--- config.mk ---
export PLATFORM = sky130hd
export DESIGN_NAME = sync_serial_port
export DESIGN_NICKNAME = d
export VERILOG_FILES = /design/src/rtl/ssp_pkg.sv /design/src/rtl/ssp_baud.sv /design/src/rtl/ssp_edge_sync.sv /design/src/rtl/ssp_engine.sv /design/src/rtl/sync_serial_port.sv
export SDC_FILE = /design/constraint.sdc
export NUM_CORES = 1
export LEC_CHECK = 0
export ABC_CLOCK_PERIOD_IN_PS = 6800
export CORE_ASPECT_RATIO = 0.7
export CORE_MARGIN = 1.5
export CORE_UTILIZATION = 50
export CTS_CLUSTER_DIAMETER = 30
export DETAILED_ROUTE_END_ITERATION = 16
export PLACE_DENSITY = 0.69
export SYNTH_ARGS = -nofsm -noshare
export SYNTH_HDL_FRONTEND = slang
export SYNTH_SLANG_ARGS = --single-unit
export TNS_END_PERCENT = 10
--- constraint.sdc ---
create_clock -name clk -period 6.8 [get_ports clk]
set_input_delay 1.02 -clock clk [delete_from_list [all_inputs] [get_ports clk]]
set_output_delay 1.02 -clock clk [all_outputs]
set_load 0.02 [all_outputs]
--- src/rtl/ssp_pkg.sv ---
package ssp_pkg;

  // Prescaler ratio applied ahead of the baud divider.
  function automatic int unsigned presc_factor(input logic [1:0] sel);
    case (sel)
      2'd0:    return 1;
      2'd1:    return 8;
      default: return 32;
    endcase
  endfunction

  // System clock cycles per half period of the internal transfer clock.
  function automatic int unsigned half_period(input logic [1:0] sel, input int unsigned n);
    return presc_factor(sel) * (n + 1);
  endfunction

endpackage

--- src/rtl/ssp_baud.sv ---
module ssp_baud #(
  parameter int DIV_W = 8
) (
  input  logic             clk,
  input  logic             rst_n,
  input  logic             run,
  input  logic [1:0]       presc_sel,
  input  logic [DIV_W-1:0] div_n,
  output logic             tick
);
  localparam int CNT_W = DIV_W + 6;

  logic [CNT_W-1:0] cnt;
  logic [CNT_W-1:0] limit;

  always_comb limit = CNT_W'(ssp_pkg::half_period(presc_sel, 32'(div_n)) - 1);

  assign tick = run && (cnt == limit);

  always_ff @(posedge clk or negedge rst_n) begin
    if (!rst_n)              cnt <= '0;
    else if (!run || tick)   cnt <= '0;
    else                     cnt <= cnt + 1'b1;
  end

  // a stopped divider restarts from zero, so the first half period is full length
  a_r2_idle_clear: assert property (@(posedge clk) disable iff (!rst_n)
    !run |=> (cnt == '0));
  // the count never runs past the programmed half period
  a_r2_within_limit: assert property (@(posedge clk) disable iff (!rst_n)
    run && $stable(presc_sel) && $stable(div_n) |-> cnt <= limit);

endmodule

--- src/rtl/ssp_edge_sync.sv ---
module ssp_edge_sync (
  input  logic clk,
  input  logic rst_n,
  input  logic pin,
  output logic rise,
  output logic fall
);
  logic [2:0] sh;

  always_ff @(posedge clk or negedge rst_n) begin
    if (!rst_n) sh <= '0;
    else        sh <= {sh[1:0], pin};
  end

  assign rise =  sh[1] & ~sh[2];
  assign fall = ~sh[1] &  sh[2];

endmodule

--- src/rtl/ssp_engine.sv ---
module ssp_engine #(
  parameter int DW = 8
) (
  input  logic          clk,
  input  logic          rst_n,
  input  logic          start,
  input  logic [DW-1:0] load_word,
  input  logic          msb_first,
  input  logic          ev,
  input  logic          sdi,
  output logic          busy,
  output logic          done,
  output logic          sdo,
  output logic          want_lead,
  output logic          seventh,
  output logic [DW-1:0] rx_word
);
  localparam int EDGES    = 2 * DW;
  localparam int CW       = $clog2(EDGES);
  localparam int LAST     = EDGES - 1;
  localparam int OVR_EDGE = 2 * (DW - 2) + 1;

  logic [CW-1:0] cnt;
  logic [DW-1:0] txsr;
  logic [DW-1:0] rxsr;
  logic          step;

  assign step      = busy && ev;
  assign want_lead = ~cnt[0];
  assign seventh   = step && (cnt == CW'(OVR_EDGE));
  assign rx_word   = rxsr;

  always_ff @(posedge clk or negedge rst_n) begin
    if (!rst_n) begin
      busy <= 1'b0;
      done <= 1'b0;
      cnt  <= '0;
      txsr <= '0;
      rxsr <= '0;
      sdo  <= 1'b1;
    end else begin
      done <= 1'b0;
      if (start && !busy) begin
        busy <= 1'b1;
        cnt  <= '0;
        txsr <= load_word;
      end else if (step) begin
        cnt <= cnt + 1'b1;
        if (!cnt[0]) begin
          sdo  <= msb_first ? txsr[DW-1] : txsr[0];
          txsr <= msb_first ? {txsr[DW-2:0], 1'b0} : {1'b0, txsr[DW-1:1]};
        end else begin
          rxsr <= msb_first ? {rxsr[DW-2:0], sdi} : {sdi, rxsr[DW-1:1]};
        end
        if (cnt == CW'(LAST)) begin
          busy <= 1'b0;
          done <= 1'b1;
        end
      end
    end
  end

  // data out holds still across a sampling edge
  a_r3_sdo_hold_on_sample: assert property (@(posedge clk) disable iff (!rst_n)
    step && cnt[0] |=> $stable(sdo));
  // a frame ends only out of a running frame
  a_r1_done_after_busy: assert property (@(posedge clk) disable iff (!rst_n)
    done |-> !busy && $past(busy));

endmodule

--- src/rtl/sync_serial_port.sv ---
module sync_serial_port #(
  parameter int DW    = 8,
  parameter int DIV_W = 8
) (
  input  logic             clk,
  input  logic             rst_n,
  input  logic             ext_clk,
  input  logic             clk_pol,
  input  logic             msb_first,
  input  logic             tx_irq_sel,
  input  logic             cont_rx,
  input  logic [1:0]       presc_sel,
  input  logic [DIV_W-1:0] div_n,
  input  logic             tx_en,
  input  logic             rx_en,
  input  logic             tx_wr,
  input  logic [DW-1:0]    tx_wdata,
  input  logic             rx_rd,
  output logic [DW-1:0]    rx_data,
  output logic             tx_empty,
  output logic             rx_full,
  output logic             overrun,
  output logic             tx_irq,
  output logic             rx_irq,
  output logic             sclk_o,
  output logic             sclk_oe,
  input  logic             sclk_i,
  output logic             sdo,
  input  logic             sdi
);
  logic          tick, x_rise, x_fall, ext_ev, ev, start;
  logic          busy, done, want_lead, seventh;
  logic [DW-1:0] rx_word, tx_buf, rx_buf;
  logic          rearm, rx_act, frame_ovr, sclk_lvl;

  ssp_baud #(.DIV_W(DIV_W)) baud_i (
    .clk(clk), .rst_n(rst_n), .run(busy && !ext_clk),
    .presc_sel(presc_sel), .div_n(div_n), .tick(tick)
  );

  ssp_edge_sync sync_i (
    .clk(clk), .rst_n(rst_n), .pin(sclk_i), .rise(x_rise), .fall(x_fall)
  );

  // Leading (data-change) edge is falling for polarity 0, rising for polarity 1.
  assign ext_ev = want_lead ? (clk_pol ? x_rise : x_fall)
                            : (clk_pol ? x_fall : x_rise);
  assign ev     = ext_clk ? ext_ev : tick;
  assign start  = tx_en && !busy && (!tx_empty || rearm);

  ssp_engine #(.DW(DW)) eng_i (
    .clk(clk), .rst_n(rst_n), .start(start), .load_word(tx_buf),
    .msb_first(msb_first), .ev(ev), .sdi(sdi), .busy(busy), .done(done),
    .sdo(sdo), .want_lead(want_lead), .seventh(seventh), .rx_word(rx_word)
  );

  always_ff @(posedge clk or negedge rst_n) begin
    if (!rst_n) begin
      tx_buf    <= '0;
      tx_empty  <= 1'b1;
      rearm     <= 1'b0;
      rx_act    <= 1'b0;
      frame_ovr <= 1'b0;
      rx_buf    <= '0;
      rx_full   <= 1'b0;
      overrun   <= 1'b0;
      tx_irq    <= 1'b0;
      rx_irq    <= 1'b0;
      sclk_lvl  <= 1'b1;
    end else begin
      tx_irq <= 1'b0;
      rx_irq <= 1'b0;

      if (tx_wr) begin
        tx_buf   <= tx_wdata;
        tx_empty <= 1'b0;
      end else if (start) begin
        tx_empty <= 1'b1;
      end

      if (start) begin
        rearm     <= 1'b0;
        rx_act    <= rx_en;
        frame_ovr <= 1'b0;
        if (!tx_irq_sel) tx_irq <= 1'b1;
      end else if (cont_rx && rx_en && rx_rd) begin
        rearm <= 1'b1;
      end

      if (seventh && rx_act && rx_full && !rx_rd) begin
        overrun   <= 1'b1;
        frame_ovr <= 1'b1;
      end
      if (!rx_en) overrun <= 1'b0;

      if (done && tx_irq_sel) tx_irq <= 1'b1;
      if (done && rx_act && !frame_ovr) begin
        rx_buf  <= rx_word;
        rx_irq  <= 1'b1;
        rx_full <= 1'b1;
      end else if (rx_rd) begin
        rx_full <= 1'b0;
      end

      if (!busy)                 sclk_lvl <= ~clk_pol;
      else if (ev && !ext_clk)   sclk_lvl <= ~sclk_lvl;
    end
  end

  assign rx_data = rx_buf;
  assign sclk_o  = sclk_lvl;
  assign sclk_oe = ~ext_clk;

  // a frame begins only with transmit enabled
  a_r5_start_needs_enable: assert property (@(posedge clk) disable iff (!rst_n)
    $rose(busy) |-> $past(tx_en));
  // early transmit pulse coincides with the frame start
  a_r7_early_irq: assert property (@(posedge clk) disable iff (!rst_n)
    $rose(busy) && $past(!tx_irq_sel) |-> tx_irq);
  // a receive pulse always leaves an unread byte behind
  a_r8_irq_sets_full: assert property (@(posedge clk) disable iff (!rst_n)
    rx_irq |-> rx_full);
  // overrun only arises over an unread byte
  a_r9_overrun_needs_full: assert property (@(posedge clk) disable iff (!rst_n)
    $rose(overrun) |-> rx_full);
  // the clock rests at its idle level between frames
  a_r1_idle_level: assert property (@(posedge clk) disable iff (!rst_n)
    !busy && $past(!busy) && $stable(clk_pol) |-> sclk_o == ~clk_pol);

endmodule

# Word level (Yosys, flattened, before mapping)
# Index checks and enable logic that the tools add are counted.
# word_totals
mem_count	0
ff_bits	65
latch_bits	0
input_bits	31
mem_bits_ro	0
out_inout_bits	16
ramBits	0
elab_cells	111
# op_classes
addsub	4
div_mod_pow	0
n_mul	1
n_bitwise	9
mux	36
n_eq_ne	7
n_reduce_logical	35
n_shift	0
magnitude_cmp	0
# op_table
cell	count
2-to-1 mux 8 bit	5
multiplier 6 x 32 -> 14 bit	1
2-to-1 mux 1 bit	27
logical AND 1 bit	16
adder 14 x 1 -> 14 bit (second input constant)	1
== test 14 bit	1
2-to-1 mux 14 bit	1
subtractor 14 x 1 -> 14 bit (second input constant)	1
case mux 6 bit (2 select lines)	1
nonzero test 2 bit	6
adder 8 x 1 -> 9 bit (second input constant)	1
== test 4 bit (second input constant)	2
2-to-1 mux 4 bit	2
NOT 1 bit	7
zero test 1 bit	6
AND reduction 3 bit	2
adder 4 x 1 -> 4 bit (second input constant)	1
!= test 2 bit (second input constant)	2
AND reduction 2 bit	2
AND 1 bit	2
== test 2 x 1 -> 1 bit (second input constant)	1
zero test 2 bit	1
logical OR 1 bit	2
!= test 2 x 1 -> 1 bit (second input constant)	1

# Longest topological paths before layout
# depth
depth_word	14
mapped_depth	21
mapped_depth_nobuf	18

# Cells and area by module
# From an unflattened synthesis, not the netlist that was laid out.
# unflattened
hier_cells	461
hier_area_um2	4599.4
# by_module_without_submodules
module	instances	seq_area_each_um2	cells_each	area_per_inst_um2
ssp_baud	1	350.3	269	2252.2
ssp_engine	1	576.8	116	1232.4
sync_serial_port	1	628.1	71	1024.7
ssp_edge_sync	1	75.1	5	90.1

# Least setup slack after synthesis
# Ideal clock, no wire load.
# synth_timing
path_kind	input -> register
start	in div_n[2]
end	reg eng_i.rxsr[0] (netlist: eng_i.rx_word[0])
path_buffers	1
stages	19
required_ps	6675
setup_ps	125
arrival_time_ps	5532
path_slack_ps	1144
cell_sequence	clkbuf_1 nand3_1 xnor2_1 nand2_1 fa_1 inv_1 ha_1 inv_1 fa_1 inv_1 ha_1 o21a_1 o211ai_1 o21ba_2 or3_1 a2111oi_1 nand3_2 o22ai_4 mux2_2
# synth_between
elab_chain_len	8
# synth_rtl
item	line_no	source
start: declaration	sync_serial_port.sv:13	input logic [DIV_W-1:0] div_n,
adder 8 x 1 -> 9 bit	ssp_pkg.sv:14	return presc_factor(sel) * (n + 1);
multiplier 6 x 32 -> 14 bit	ssp_pkg.sv:14	
subtractor 14 x 1 -> 14 bit	ssp_baud.sv:16	always_comb limit = CNT_W'(ssp_pkg::half_period(presc_sel, 32'(div_n)) - 1);
== test 14 bit	ssp_baud.sv:18	assign tick = run && (cnt == limit);
logical AND 1 bit	ssp_baud.sv:18	
2-to-1 mux 1 bit	sync_serial_port.sv:48	assign ev = ext_clk ? ext_ev : tick;
logical AND 1 bit	ssp_engine.sv:28	assign step = busy && ev;
AND reduction 3 bit (no source line)	-	
end signal: assignment	ssp_engine.sv:53	rxsr <= msb_first ? {rxsr[DW-2:0], sdi} : {sdi, rxsr[DW-1:1]};
end: declaration	ssp_engine.sv:25	logic [DW-1:0] rxsr;
# No other way between the ends.
# A chain may end at the register's enable or synchronous reset.

# Worst setup path after layout
# Ends and elaborated chain as after synthesis.

==> impl_metrics.py <==
metrics = {
    "placed_design": {
        "pre_cts_ws_ns": 0.137,
        "globalplace.congestion": 0.906,
        "dp_hpwl_mm": 7.55,
        "port_buffers": 46,
        "placed_area_mm2": 0.00507,
    },
    "die": {
        "io-pin-count": 47,
        "core_mm2": 0.00858,
        "die_area_mm2": 0.00960,
        "die_w_um": 116,
        "row_count": 28,
        "die_y_um": 82.4,
        "start_util_pct": 52.5,
    },
    "synthesis": {
        "synth_fp_nets": 553,
        "synthAdderAreaFrac_pct": 14.0,
        "synthMuxAreaShare_pct": 8.38,
        "synth_cell_types": 51,
        "synth_compound_area_share_pct": 10.0,
        "ys_warn_count": 0,
        "synth-main-ff-cell": "dfrtp_1",
        "seq_area_frac_synth_pct": 36.2,
        "syn_area_mm2": 0.00451,
        "syn_inst": 478,
        "synth_top_family_by_area": "simple AND/OR/NAND/NOR gates",
        "synth_edf_count": 0,
        "syn_area_per_cell_um2": 9.43,
        "ys_seq_elements": 65,
        "yosys.area_share.simple_pct": 19.1,
        "synth_xor_area_share_pct": 8.55,
        "async_flop_share_pct": 100,
    },
    "detailed_routing": {
        "dr.pass1.iters": 5,
        "via_per_inst": 5.51,
        "ant_nets": 0,
        "drt-wirelength-per-cell_um": 15.3,
        "drc": 0,
        "met1_length_mm": 5.17,
        "initialDrtViolationCount": 161,
        "top_layer_used": "met4",
        "wl_met3_um": 505,
        "dr_wl_met2_mm": 4.17,
        "routed_wl_mm": 9.95,
        "vias": 3574,
    },
    "pwr": {
        "total_leakage_power_uw": 0.00246,
        "powerDensity_mw_per_mm2": 279,
        "power.total_uw": 1500,
        "ir_worst_vdd_mv": 0.166,
    },
    "grt": {
        "grt_usage_pct": 22.1,
        "grt_max_degree": 66,
        "grt_pass1_vias": 3291,
        "grt_pass1_wl_mm": 16.0,
        "antenna_found_initial": 0,
        "grt-ovfl-total": 0,
    },
    "clock_tree": {
        "numCtsBuffers": 9,
        "path_clk_slew_ns": 0.05,
        "clkSinkCount": 65,
        "post-cts-setup-buffers": 0,
        "cts_max_level": 3,
        "postCtsHoldBufs": 0,
        "cts_tree": "yes",
        "cts.repair.resized": 0,
        "root_buffer": "clkbuf_16",
        "clk_path_buf_depth": 2,
        "insertion_delay_ns": 0.33,
    },
    "final_layout": {
        "regArea_mm2": 0.00163,
        "n_antenna_cell": 0,
        "multiInputGateArea_mm2": 0.00271,
        "nNetsFinal": 599,
        "drive_gt1_share_pct": 11.0,
        "fin_area_mm2": 0.00538,
        "area_growth_pct": 19.4,
        "post-route-util_pct": 62.7,
        "n_fill_cell": 740,
    },
    "run_status": {
        "status": "completed",
    },
    "timing": {
        "grt_setup_unrepaired": "no",
        "hold_viol": 0,
        "slew_viol_final": 0,
        "fin_crit_ns": 6.36,
        "skew_ns": 0.00555,
        "worst-slew-pin-transition_ns": 0.813,
        "worst_slack_ns": 0.437,
        "slew_headroom_pct": 45.4,
        "post-route-period-util_pct": 93.6,
        "fmax_mhz": 157,
        "setup_viol": 0,
        "tns_ns": 0,
    },
    "critical_path": {
        "cp_max_fo": 8,
        "worst_setup_path_end_kind": "flop",
        "crit_type": "in -> reg",
        "start_kind": "input pin",
        "cp.arrival_ns": 6.57,
        "critical_path_required_ns": 7.01,
    },
    "worst_hold_path": {
        "holdCritPathClass": "reg -> reg",
    },
    "run": {
        "maxCapViolations": 0,
    },
}
## routing by layer
| metal | up-vias | GRT usage [%] |
|---|---|---|
| li1 | 1753 | - |
| met1 | 1722 | 33.2 |
| met2 | 86 | 31.6 |
| met3 | 13 | 5.18 |
| met4 | 0 | 5.98 |
| met5 | - | 0 |
## state kept, by name, indices dropped and copies added (netlist names), 3 cells and up
register / cells
baud_i.cnt: 14
eng_i.rx_word: 8
eng_i.txsr: 8
rx_data: 8
tx_buf: 8
eng_i.cnt: 4
sync_i.sh: 3
## worst max-delay path, cell delays in order
cell	delay, ns
clkdlybuf4s50_1	0.61
nand3_1	0.25
xnor2_1	0.35
nand2_1	0.13
fa_1	0.50
inv_1	0.05
ha_1	0.27
inv_1	0.05
fa_1	0.52
inv_1	0.04
ha_1	0.37
o21a_1	0.24
o211ai_1	0.14
o21ba_2	0.18
or3_1	0.34
a2111oi_1	0.58
nand3_2	0.24
o22ai_4	0.30
mux2_2	0.38
## layout make-up
cell class,instances,share of cell area [%]
clock inverter,4,0.953
tap,120,2.79
inverter,30,2.09
timing repair buffer,48,8.74
sequential,65,30.3
clock buffer,12,4.77
multi-input combinational,370,50.4
## cells by family (layout without fill, tap and decap cells)
logic type,after synthesis,count (layout)
buffers and inverters,43,94
flip-flops,65,65
XOR/XNOR,44,44
AND/OR/NAND/NOR,183,183
adder cells (fa/ha/maj),44,44
AO/OA/AOI/OAI,65,65
multiplexers,34,34
## synth_stat cells, types with 2 or more instances
| cell type | n | area [um^2] |
|---|---|---|
| buf_2 | 2 | 10.0 |
| nor2_1 | 38 | 143 |
| and3_1 | 6 | 37.5 |
| xnor2_1 | 22 | 193 |
| clkbuf_1 | 10 | 37.5 |
| o21ai_0 | 10 | 50.1 |
| a21oi_1 | 16 | 80.1 |
| inv_1 | 29 | 109 |
| o21ba_2 | 2 | 20.0 |
| mux2i_1 | 4 | 40.0 |
| o31ai_1 | 7 | 52.6 |
| dfstp_2 | 3 | 78.8 |
| or2_2 | 2 | 12.5 |
| xor2_1 | 22 | 193 |
| o22ai_1 | 2 | 12.5 |
| a211oi_1 | 3 | 22.5 |
| fa_1 | 11 | 220 |
| o211ai_1 | 5 | 37.5 |
| nand2b_1 | 7 | 43.8 |
| nand2_1 | 71 | 267 |
| and2_1 | 6 | 37.5 |
| a31oi_1 | 2 | 12.5 |
| a311oi_1 | 2 | 17.5 |
| nand4_1 | 7 | 43.8 |
| or3_1 | 4 | 25.0 |
| a21o_1 | 3 | 22.5 |
| ha_1 | 33 | 413 |
| and4_1 | 2 | 17.5 |
| nor2b_1 | 5 | 31.3 |
| nor3_1 | 12 | 60.1 |
| dfrtp_1 | 62 | 1550 |
| o21a_1 | 3 | 22.5 |
| nand3_1 | 19 | 95.1 |
| mux2_2 | 29 | 327 |
## power by group
group	total (uW)	internal (uW)	switching, uW
clock	463	303	160
sequential	544	465	78.6
combinational	494	236	258
total	1500	1000	496
## per-stage QoR
step,hold slack (ns),cells
CTS,0.364,649
floorplan,0.331,478
detailed placement,0.354,633
global placement,0.333,633
finish,0.366,649
global route,0.370,649
## worst paths after layout
kind,from,endpoint,slack [ns],cells after the start
setup reg to reg,baud_i.cnt[0],eng_i.rx_word[0],3.84,7
max in group asynchronous,rst_n,baud_i.cnt[9],5.40,2
hold reg to reg,sync_i.sh[0],sync_i.sh[1],0.37,0
hold / removal,sync_i.sh[0],sync_i.sh[1],0.37,0
min in group asynchronous,rst_n,rx_data[1],0.85,2
setup / recovery,div_n[2],eng_i.rx_word[0],0.44,19
## cells in the final DEF (no fill, tap or decap), drive strengths merged, types with 5 or more instances in the layout
cell type	instances
nor2	38
nand2	71
nand2b	7
xnor2	22
a21oi	16
fa	11
inv	29
nor2b	5
nor3	12
clkbuf	12
o31ai	7
ha	33
nand3	20
mux2	30
clkdlybuf4s50	45
nand4	7
and2	6
and3	6
xor2	22
o21ai	11
dfrtp	62
o211ai	5
Power figures use the tool's default switching activity.
